===== src/rtl/irq_latch_pkg.sv =====
package irq_latch_pkg;
  typedef enum logic {
    SENSE_EDGE  = 1'b0,
    SENSE_LEVEL = 1'b1
  } sense_e;
endpackage


===== src/rtl/irq_line_sync.sv =====
module irq_line_sync #(
  parameter int WIDTH  = 8,
  parameter int STAGES = 2
) (
  input  logic             clk,
  input  logic             rst,
  input  logic [WIDTH-1:0] async_in,
  output logic [WIDTH-1:0] sync_out
);
  logic [WIDTH-1:0] stg [STAGES];

  always_ff @(posedge clk) begin
    if (rst) begin
      for (int i = 0; i < STAGES; i++) stg[i] <= '0;
    end else begin
      stg[0] <= async_in;
      for (int i = 1; i < STAGES; i++) stg[i] <= stg[i-1];
    end
  end

  assign sync_out = stg[STAGES-1];
endmodule


===== src/rtl/irq_mode_reg.sv =====
module irq_mode_reg #(
  parameter int               WIDTH   = 8,
  parameter logic [WIDTH-1:0] WR_MASK = '1
) (
  input  logic             clk,
  input  logic             rst,
  input  logic             wr_en,
  input  logic [WIDTH-1:0] wr_data,
  output logic [WIDTH-1:0] mode_q
);
  always_ff @(posedge clk) begin
    if (rst)        mode_q <= '0;
    else if (wr_en) mode_q <= wr_data & WR_MASK;
  end
endmodule


===== src/rtl/irq_req_cell.sv =====
module irq_req_cell
  import irq_latch_pkg::*;
(
  input  logic   clk,
  input  logic   rst,
  input  sense_e sense,
  input  logic   level_in,
  input  logic   ack_hit,
  output logic   req_q
);
  logic seen_high;
  logic rise;

  assign rise = level_in & ~seen_high;

  always_ff @(posedge clk) begin
    if (rst) begin
      req_q     <= 1'b0;
      seen_high <= 1'b0;
    end else begin
      seen_high <= level_in;
      if (sense == SENSE_LEVEL) req_q <= level_in;
      else                      req_q <= (req_q & ~ack_hit) | rise;
    end
  end
endmodule


===== src/rtl/irq_request_latch.sv =====
module irq_request_latch
  import irq_latch_pkg::*;
#(
  parameter int                   NUM_LINES   = 8,
  parameter int                   SYNC_STAGES = 2,
  parameter logic [NUM_LINES-1:0] WR_MASK     = 8'hFB,
  localparam int                  IDX_W       = $clog2(NUM_LINES)
) (
  input  logic                 clk,
  input  logic                 rst,
  input  logic [NUM_LINES-1:0] irq_lines,
  input  logic                 mode_wr_en,
  input  logic [NUM_LINES-1:0] mode_wr_data,
  input  logic                 ack_valid,
  input  logic [IDX_W-1:0]     ack_line,
  output logic [NUM_LINES-1:0] req_o,
  output logic [NUM_LINES-1:0] mode_o
);
  logic [NUM_LINES-1:0] lvl_sync;
  logic [NUM_LINES-1:0] ack_dec;

  irq_line_sync #(.WIDTH(NUM_LINES), .STAGES(SYNC_STAGES)) u_sync (
    .clk(clk), .rst(rst), .async_in(irq_lines), .sync_out(lvl_sync)
  );

  irq_mode_reg #(.WIDTH(NUM_LINES), .WR_MASK(WR_MASK)) u_mode (
    .clk(clk), .rst(rst), .wr_en(mode_wr_en), .wr_data(mode_wr_data),
    .mode_q(mode_o)
  );

  assign ack_dec = ack_valid ? (NUM_LINES'(1) << ack_line) : '0;

  for (genvar g = 0; g < NUM_LINES; g++) begin : g_line
    irq_req_cell u_cell (
      .clk(clk), .rst(rst),
      .sense(sense_e'(mode_o[g])),
      .level_in(lvl_sync[g]),
      .ack_hit(ack_dec[g]),
      .req_q(req_o[g])
    );
  end
endmodule


===== config.mk =====
export PLATFORM = sky130hd
export DESIGN_NAME = irq_request_latch
export DESIGN_NICKNAME = d
export VERILOG_FILES = /design/src/rtl/irq_latch_pkg.sv /design/src/rtl/irq_line_sync.sv /design/src/rtl/irq_mode_reg.sv /design/src/rtl/irq_req_cell.sv /design/src/rtl/irq_request_latch.sv
export SDC_FILE = /design/constraint.sdc
export NUM_CORES = 1
export LEC_CHECK = 0
export BUFFER_PORTS_ARGS = -buffer_cell sky130_fd_sc_hd__clkbuf_2
export CAP_MARGIN = 10
export CORE_MARGIN = 2
export CORE_UTILIZATION = 54
export CTS_CLUSTER_DIAMETER = 200
export CTS_CLUSTER_SIZE = 16
export DETAILED_ROUTE_END_ITERATION = 8
export PLACE_DENSITY = 0.81
export SETUP_SLACK_MARGIN = 0.05
export SYNTH_ARGS = -nofsm -noshare
export SYNTH_HDL_FRONTEND = slang
export SYNTH_SLANG_ARGS = --single-unit

===== constraint.sdc =====
create_clock -name clk -period 2.9 [get_ports clk]
set_clock_uncertainty 0.2 [all_clocks]
set_input_delay 0 -clock clk [delete_from_list [all_inputs] [get_ports clk]]
set_output_delay 0 -clock clk [all_outputs]
set_load 0.05 [all_outputs]

==> flow_summary.ini, run 1 <==
[synth]
yosysUniqueCellTypes = 18
synthTopCellsByArea = dfxtp_1, nor2b_1, buf_4, a32o_1, mux2i_1
synth-simple-area-share_pct = 23.33
ys_seq_elements = 39
synth_xor_area_share_pct = 0
synth_seq_area_share_pct = 55.57
synth_largest_area_cell = dfxtp_1
yosysWarnings = 0
synth.net_count = 154
synth_compound_area_share_pct = 5.610
synth_adder_area_share_pct = 0
syn_avg_cell_area_um2 = 10.73
synth_top_family_by_area = simple AND/OR/NAND/NOR gates
synthCells = 131
synth_mux_area_share_pct = 4.987
synth.top_cell.area_share_pct = 55.57
synth_area_um2 = 1405

[cts]
cts.sinks = 39
insertion_delay_ns = 0.34
path_clk_slew_ns = 0.11
cts.repair.resized = 0
numCtsBuffers = 5
ctsRootBufferMaster = clkbuf_4
h-tree-depth = 2
cts_tree = built
cts.path.max_buffers = 2

[power]
swShare_pct = 25.16
share_comb_of_total_power_pct = 14.6
p_clk_share_pct = 29.9
p_sw_w = 0.0002592
power.density_nw_per_um2 = 559.2
p_leak_nw = 0.7870
pwr-share-seq_pct = 55.5
vdd_drop_max_v = 0.0004188
p_int_w = 0.0007708

[cells_and_area]
antenna_cells = 0
postLayoutCoreUtil_pct = 74.34
finalInstanceArea_um2 = 1842
syn2layout_area_growth_pct = 31.08
drive_above_1_share_pct = 24.04
final_net_count = 205

[timing]
fin_crit_sh_pct = 56.80
post-route-min-period_ns = 1.647
setup_viol = 0
final.setup.worst_slack_ns = 1.253
drv_slew = 0
finalHoldViolCount = 0
rsz0062_at_grt = false
fin_setup_tns_ns = 0
slew-limit-headroom_pct = 51.56
maxClockFrequency_mhz = 607.1
tightest_slew_ns = 0.7265

[worst_setup_path]
r2r_start = u_mode.mode_q[4]$_SDFFE_PP0P_
crit_start = ack_line[1]
path_cells = dlygate4sd3_1, clkbuf_2, nand4b_1, dlygate4sd3_1, a32o_1
worstSetupStartpointType = primary input
critical_path_arrival_ns = 1.69
crit_fanout = 8
r2r_slack_ns = 1.48
r2r-end = u_mode.mode_q[4]$_SDFFE_PP0P_
rr_worst_depth = 3
worstSetupEndpoint = g_line[5].u_cell.req_q$_SDFF_PP0_
slowest_delay_ns = 0.57
worst_path_max_delay_cell = dlygate4sd3_1
crit_top_cell = dlygate4sd3_1
worst_ep_required_time_ns = 2.95
end_kind = flip-flop
crit_type = primary input to flip-flop

[place]
dp_hpwl_um = 1562
dp_slack_ns = 1.609
port_buffers = 36
routabilityCongestion = 0.7208
placed_area_um2 = 1483

[hold_path]
hold_class = primary input to flip-flop

[floorplan]
die_h_um = 55.01
core_area_um2 = 2477
die_w_um = 55.01
initial_core_util_pct = 56.72
ioPinCount = 39
dieArea_um2 = 3026
rows = 18

[global_routing]
grt_pass1_wl_um = 3712
grt_pass1_vias = 888
grt_util_all_layers_pct = 18.40
grt_overflow = 0
antenna_found_initial = 0
grt_start_max_net_pins = 41

[routing]
detail_route.vias_per_cell = 4.789
first_iter_violations = 13
routedWlPerCell_um = 11.99
via_count = 1020
drt-pass1-iter-count = 4
postRouteAntennaNets = 0
drc_errors = 0
wl_um = 2553

[flow_run]
drv_cap = 0

[status]
status = completed
-- cell usage after synthesis, drive strengths merged --
cell type / n
dfxtp: 39
nor2b: 23
buf: 19
nor2: 15
nand2b: 8
a32o: 7
mux2i: 7
nand4b: 3
clkbuf: 2
nand4bb: 2
and4bb: 1
conb: 1
inv: 1
nand4: 1
o32ai: 1
or4b: 1
-- worst max-delay path: cells and delay by family --
| kind | cells | cell delay (ns) |
|---|---|---|
| AOI/OAI and AO/OA | 1 | 0.27 |
| buffers and inverters | 3 | 1.26 |
| and+or+nand+nor | 1 | 0.17 |
-- through the flow --
step	power [W]	std cells	hold slack [ns]
2_1_floorplan	0.0006821	131	-0.1175
3_3_place_gp	0.0006959	176	0.006698
3_5_place_dp	0.0007014	176	0.01195
4_1_cts	0.001035	213	0.1153
5_1_grt	0.001072	213	0.1642
6_report	0.001030	213	0.1066
-- repair_timing --
item | CTS | global route
setup buffers | 0 | 0
endpoints found under the hold margin | 23 | 0
hold buffers | 29 | 0
-- cells by family (layout without fill, tap and decap cells) --
| logic type | after synthesis | after routing |
|---|---|---|
| DFF | 39 | 39 |
| and+or+nand+nor | 54 | 54 |
| muxes | 7 | 7 |
| buffers and inverters | 22 | 74 |
| other | 1 | 1 |
| AOI/OAI and AO/OA | 8 | 8 |
-- per-layer routing --
metal / GRT usage [%] / routed length (um) / vias up
met5: 0 / 0 / -
met4: 14.63 / 80 / 0
met3: 5.645 / 144 / 8
met2: 31.75 / 1283 / 35
met1: 18.12 / 1045 / 458
li1: - / - / 519
-- power groups by stage --
stage               combinational, W  clock [W]  sequential (W)
finish                      0.000150   0.000308        0.000572
global route                0.000162   0.000335        0.000575
CTS                         0.000149   0.000313        0.000572
detailed placement          0.000117          0        0.000584
global placement            0.000114          0        0.000582
floorplan                   0.000102          0        0.000580
-- state kept, by name, indices dropped and copies added (netlist names) --
name,cells
u_sync.stg,16
g_line.u_cell.req_q,8
g_line.u_cell.seen_high,8
u_mode.mode_q,7
-- cell usage in the layout, fill, tap and decap left out --
cell type and n:
a32o_1 7, clkbuf_4 5, clkbuf_1 1, and4bb_2 1, clkbuf_2 36, nand4bb_1 2
o32ai_1 1, conb_1 1, clkbuf_8 2, nor2_1 15, nor2b_1 23, dlygate4sd3_1 29
nand2b_1 8, mux2i_1 7, inv_1 1, or4b_1 1, nand4_1 1, dfxtp_1 39
nand4b_1 3
-- how the worst min path moves through the flow --
stage	start	end	slack, ns	depth (start not counted)
finish	rst	u_mode.mode_q[6]$_SDFFE_PP0P_	0.11	2
global route	rst	u_mode.mode_q[6]$_SDFFE_PP0P_	0.16	2
CTS	rst	u_mode.mode_q[5]$_SDFFE_PP0P_	0.12	2
detailed placement	irq_lines[5]	u_sync.stg[0][5]$_SDFF_PP0_	0.01	2
global placement	irq_lines[2]	u_sync.stg[0][2]$_SDFF_PP0_	0.007	2
floorplan	rst	g_line[5].u_cell.seen_high$_SDFF_PP0_	-0.12	1
-- cell type report --
cell class,count,area [um2]
well taps,30,37.54
clock buffers,8,68.82
flip-flops and latches,39,780.7
inverters,1,3.754
repair buffers,65,470.5
multi-input cells,70,480.5
fillers,184,635.6
Note: power is estimated with default switching activity, not from simulation.
==> run 2: changes to the inputs <==
Settings changed: ABC_AREA from default to 1, CORE_UTILIZATION 54 to 51, PLACE_DENSITY 0.81 to 0.77.
Clock period 2.9 ns to 1.7 ns, I/O delays scaled along.
==> run 2 against run 1 <==
Against the previous run:
- non-clock buffer count rose by 3
- sequential share of layout area fell by 2.0 points
- power rose by 66%
- cell count rose by 37%
- core utilization fell by 4.2 points
- largest power group unchanged
- highest routed layer unchanged
==> flow_summary.ini, run 2 <==
[timing]
whs_ns = 0.1861
post-route-min-period_ns = 1.556
finalHoldViolCount = 0
drv_slew = 0
rsz0062_at_grt = false
fin_setup_tns_ns = 0
fin_crit_sh_pct = 91.51
maxClockFrequency_mhz = 642.8
setup_viol = 0

[cts]
post_cts_buffers = 0
numCtsBuffers = 5
h-tree-depth = 2
cts_tree = built
cts.path.max_buffers = 2
path_clk_slew_ns = 0.10
cts.repair.resized = 0
insertion_delay_ns = 0.33
ctsRootBufferMaster = clkbuf_4
cts.sinks = 39

[worst_setup_path]
critical_path_arrival_ns = 1.60
crit_type = primary input to flip-flop
r2r_slack_ns = 0.77
worst_ep_required_time_ns = 1.74
rr_worst_depth = 5
r2r_start = u_mode.mode_q[6]$_SDFFE_PP0P_
end_kind = flip-flop
crit_top_cell = nand2_1
worst_path_max_delay_cell = dlygate4sd3_1
r2r-end = g_line[6].u_cell.req_q$_SDFF_PP0_
crit_fanout = 4
slowest_delay_ns = 0.64
worstSetupStartpointType = primary input
path_cells = dlygate4sd3_1, clkbuf_2, nor2_1, dlygate4sd3_1, nand2_1, nand2_1, nand2_1

[synth]
synth_area_um2 = 1485
synth.top_cell.area_share_pct = 52.57
synth.net_count = 228
synth_seq_area_share_pct = 52.57
syn_avg_cell_area_um2 = 7.245
ys_seq_elements = 39
synthCells = 205
yosysWarnings = 0
ys_async_sr_fraction_pct = 0
synthTopCellsByArea = dfxtp_1, nor2_1, nand2_1, inv_1, buf_4
synth_common_cells = nor2_1, nand2_1, inv_1
synth_edf_count = 0
synth_largest_area_cell = dfxtp_1
synthFlopType = dfxtp_1
yosysUniqueCellTypes = 9
yosysMostFrequentCell = nor2_1

[flow_run]
drv_cap = 0

[global_routing]
grt_pass1_wl_um = 4505
grt_util_all_layers_pct = 17.81
grt_start_max_net_pins = 19
grt_pass1_vias = 1133
grt_overflow = 0
antenna_found_initial = 0

[power]
pwr-share-seq_pct = 57.1
vdd_drop_max_v = 0.0008201
p_total_w = 0.001708
p_int_w = 0.001254
share_comb_of_total_power_pct = 15.7
p_clk_share_pct = 27.2
p_leak_nw = 1.004
swShare_pct = 26.58
p_sw_w = 0.0004540
power.density_nw_per_um2 = 883.1

[cells_and_area]
regMostFlops = u_sync.stg
antenna_cells = 0
syn2layout_area_growth_pct = 30.24
nFillCells = 225
largest_register_ffs = 16
drive_above_1_share_pct = 16.86
mostFrequentLayoutCell = nor2_1
final_cell_mix = nor2_1, nand2_1, inv_1, dfxtp_1, clkbuf_2
reg_top3 = u_sync.stg: 16 flops, g_line.u_cell.req_q: 8 flops, g_line.u_cell.seen_high: 8 flops
final_net_count = 284

[floorplan]
dieArea_um2 = 3360
rows = 19
die_h_um = 57.97
ioPinCount = 39
core_area_um2 = 2758
die_w_um = 57.97
initial_core_util_pct = 53.86

[routing]
routedWlPerCell_um = 8.938
first_iter_violations = 61
drc_errors = 0
drt-pass1-iter-count = 4
wl_um = 2610
postRouteAntennaNets = 0
detail_route.vias_per_cell = 4.175
via_count = 1219

[hold_path]
hold_class = primary input to flip-flop
hp-start = irq_lines[5]
holdPathStages = 4
hold_end = u_sync.stg[0][5]$_SDFF_PP0_

[place]
port_buffers = 36
routabilityCongestion = 0.7561
dp_hpwl_um = 1574

[status]
status = completed
## run 2: cell count changes after synthesis, sizes merged, moves of 3 or more
cell,delta
nand2,+48
nor2b,-23
a32o,-7
mux2i,-7
nor2,+35
nand2b,-8
inv,+40
o21ai,+7
nand4b,-3
## run 2: power groups by stage
stage	Combinational (W)	Clock, W	Sequential, W
CTS	0.000265	0.000478	0.000976
global route	0.000296	0.000517	0.000981
finish	0.000268	0.000464	0.000976
global placement	0.000208	0	0.000996
detailed placement	0.000210	0	0.000997
floorplan	0.000186	0	0.000992
## run 2: what timing repair did
| item | in CTS | in global routing |
|---|---|---|
| hold buffers | 31 | 0 |
| endpoints found under the hold margin | 29 | 0 |
| endpoints found under the setup margin | 0 | 0 |
## run 2: worst max path at each step
stage	startpoint	end	slack (ns)	cells past startpoint
2_1_floorplan	u_mode.mode_q[1]$_SDFFE_PP0P_	g_line[1].u_cell.req_q$_SDFF_PP0_	0.86	5
3_3_place_gp	rst	g_line[1].u_cell.req_q$_SDFF_PP0_	0.65	5
3_5_place_dp	rst	g_line[2].u_cell.req_q$_SDFF_PP0_	0.65	5
4_1_cts	ack_line[2]	g_line[0].u_cell.req_q$_SDFF_PP0_	0.19	7
5_1_grt	ack_line[2]	g_line[0].u_cell.req_q$_SDFF_PP0_	0.08	7
6_report	ack_line[2]	g_line[0].u_cell.req_q$_SDFF_PP0_	0.14	7
## run 2: per-layer routing
metal	vias to the layer above	GRT usage [%]	share of wire (%)
met1	509	17.99	42
met2	30	33.28	50
met4	0	5.980	1.6
met5	-	0	0
met3	5	6.696	6.1
li1	675	-	-
## run 2: final cells by class
cell class	count	area, um2	share of cell area (%)
timing repair buffer	68	498.0	25.74
sequential	39	780.7	40.36
clock inverter	1	5.005	0.2587
clock buffer	6	51.30	2.652
tap	31	38.79	2.005
multi-input combinational	106	406.6	21.02
inverter	41	153.9	7.956
## run 2: critical path, delay by kind of cell
family / cells / cell delay [ns]
simple gates: 4 / 0.32
buf+inv: 3 / 1.28
## run 2: kinds of logic (layout without fill, tap and decap cells)
family | Yosys count | after routing | synth area share, %
flops | 39 | 39 | 52.57
compound gates | 7 | 7 | 2.359
buf+inv | 60 | 116 | 20.05
simple gates | 98 | 98 | 24.77
other cells | 1 | 1 | 0.2525
## run 2: through the flow
step | cells | utilization (%) | area [um2] | setup slack (ns)
after global placement | 254 | 56.85 | 1568 | 0.6470
after CTS | 292 | 70.15 | 1934 | 0.1873
final | 292 | 70.15 | 1934 | 0.1444
after global routing | 292 | 70.15 | 1934 | 0.07607
after floorplan | 205 | - | 1485 | 0.8605
after detailed placement | 254 | 56.85 | 1568 | 0.6471
==> run 3: changes to the inputs <==
Settings changed: PLACE_DENSITY 0.77 to 0.76, SYNTH_HIERARCHICAL from default to 1.
==> run 3 against run 2 <==
Against the previous run:
- the run now ends with DRC left
- first-iteration DRC count shrank 36%
- sequential power is essentially flat
- area after synthesis grew 3.5%
- clock power grew 23%
- critical path depth grew 2
- worst hold slack gained 0.0067 ns
- power grew 7.5%
- die area grew 3.2%
- non-clock buffer count is the same
- clock-buffer cell count is the same
- flip-flop and latch count is the same
- combinational power grew 7%
- highest routed layer unchanged
==> flow_summary.ini, run 3 <==
[power]
swShare_pct = 25.34
p_int_w = 0.001371
p_sw_w = 0.0004654
pwr-share-seq_pct = 53.3
p_total_w = 0.001837
share_comb_of_total_power_pct = 15.6
vdd_drop_max_v = 0.0005927
p_leak_nw = 1.062
power.density_nw_per_um2 = 900.5
p_clk_share_pct = 31.1

[synth]
synthCells = 217
synth_seq_area_share_pct = 50.81
synthFlopType = dfxtp_1
synth.net_count = 240
ys_async_sr_fraction_pct = 0
synth.top_cell.area_share_pct = 50.81
synthTopCellsByArea = dfxtp_1, nand2_1, inv_1, nor2_1, nor2_2
synth_edf_count = 0
synth_largest_area_cell = dfxtp_1
yosysMostFrequentCell = nand2_1
yosysUniqueCellTypes = 9
synth_area_um2 = 1536
synth_common_cells = nand2_1, inv_1, nor2_1
yosysWarnings = 6
syn_avg_cell_area_um2 = 7.081
ys_seq_elements = 39

[timing]
fin_setup_tns_ns = 0
post-route-min-period_ns = 1.560
rsz0062_at_grt = true
maxClockFrequency_mhz = 641.0
drv_slew = 0
finalHoldViolCount = 0
fin_crit_sh_pct = 91.77
setup_viol = 0

[cells_and_area]
finalInstanceArea_um2 = 2039
largest_register_ffs = 16
syn2layout_area_growth_pct = 32.74
final_net_count = 303
regArea_um2 = 780.7
regMostFlops = u_sync/stg
reg_top3 = u_sync/stg: 16 flops, g_line.u_cell/req_q: 8 flops, g_line.u_cell/seen_high: 8 flops
final_cell_mix = nand2_1, inv_1, nor2_1, dfxtp_1, clkbuf_2
drive_above_1_share_pct = 20.00
multi_input_area_um2 = 461.7
antenna_cells = 0
nFillCells = 225
fin_cells = 311

[place]
placed_area_um2 = 1665
placedCellCount = 274
routabilityCongestion = 0.7387
dp_hpwl_um = 1721
port_buffers = 36

[floorplan]
ioPinCount = 39
rows = 19
die_w_um = 58.89
die_h_um = 58.89
dieArea_um2 = 3468
core_area_um2 = 2805
initial_core_util_pct = 54.77

[worst_setup_path]
critical_path_arrival_ns = 1.60
end_kind = flip-flop
crit_fanout = 3
worstSetupStartpointType = primary input
crit_type = primary input to flip-flop
worst_ep_required_time_ns = 1.74

[global_routing]
grt_util_all_layers_pct = 18.60
grt_pass1_wl_um = 4733
grt_start_max_net_pins = 16
grt_pass1_vias = 1176
antenna_found_initial = 0
grt_overflow = 0

[cts]
h-tree-depth = 2
cts.path.max_buffers = 2
ctsRootBufferMaster = clkbuf_4
path_clk_slew_ns = 0.10
cts_tree = built
cts.sinks = 39
numCtsBuffers = 5
post_cts_buffers = 0
insertion_delay_ns = 0.33

[hold_path]
hold_class = primary input to flip-flop

[status]
violations = DRC
status = finished, violations left

[routing]
routedWlPerCell_um = 9.122
first_iter_violations = 39
via_count = 1303
detail_route.vias_per_cell = 4.190
drc_errors = 5
wl_um = 2837
drt-pass1-iter-count = 6
postRouteAntennaNets = 0

[flow_run]
drv_cap = 0
==> run 3: path summary, 6_finish.rpt <==
check	startpoint	to	slack, ns	cells past startpoint
setup / recovery	ack_line[0]	g_line[2].u_cell/req_q$_SDFF_PP0_	0.14	9
setup reg to reg	u_mode/mode_q[3]$_SDFFE_PP0P_	g_line[3].u_cell/req_q$_SDFF_PP0_	0.80	3
hold / removal	irq_lines[6]	u_sync/stg[0][6]$_SDFF_PP0_	0.19	4
hold reg to reg	u_sync/stg[0][1]$_SDFF_PP0_	u_sync/stg[0][9]$_SDFF_PP0_	0.20	2
==> run 3: routing by layer <==
metal	global-route usage, %	vias to the layer above	wire length [um]
li1	-	716	-
met1	18.17	550	1159
met2	35.24	33	1479
met3	6.813	4	166
met4	6.818	0	31
met5	0	-	0
==> run 3: through the flow <==
stage	util [%]	hold WS (ns)	setup slack [ns]
after floorplan	-	-0.1268	0.5411
after global placement	59.37	-0.008355	0.6457
after detailed placement	59.37	-0.005317	0.6427
after CTS	72.97	0.1757	0.1545
after global routing	72.70	0.1858	0.04326
final	72.70	0.1928	0.1398
==> run 3: worst max-delay path: stages <==
cell,delay [ns]
dlygate4sd3_1,0.53
clkbuf_2,0.12
inv_1,0.07
nand2_1,0.06
dlygate4sd3_1,0.57
nor2_1,0.10
nor2_1,0.05
nand2_1,0.05
nand2_1,0.04
==> run 3: layout make-up <==
type	instances	area share, %
sequential	39	38.28
clock inverter	1	1.472
inverter	51	9.387
multi-input combinational	115	22.64
timing repair buffer	68	24.29
clock buffer	6	2.025
tap	31	1.902
==> run 3: power groups by stage <==
stage | Clock [W] | Sequential (W) | Combinational [W]
after floorplan | 0 | 0.00107 | 0.000107
after global placement | 0 | 0.000998 | 0.000226
after detailed placement | 0 | 0.000999 | 0.000230
after CTS | 0.000588 | 0.000978 | 0.000284
after global routing | 0.000633 | 0.000983 | 0.000316
final | 0.000571 | 0.000978 | 0.000287
==> run 3: logic make-up (layout without fill, tap and decap cells) <==
| family | count (synthesis) | after routing | synth area share [%] |
|---|---|---|---|
| and+or+nand+nor | 114 | 114 | 29.64 |
| buffers and inverters | 63 | 126 | 19.30 |
| DFF | 39 | 39 | 50.81 |
| other | 1 | 1 | 0.2441 |
==> run 3: timing repair <==
action,4_1_cts,5_1_grt
gates resized for setup,0,1
setup endpoints to repair,0,2
hold endpoints to repair,30,0
hold buffers,31,0
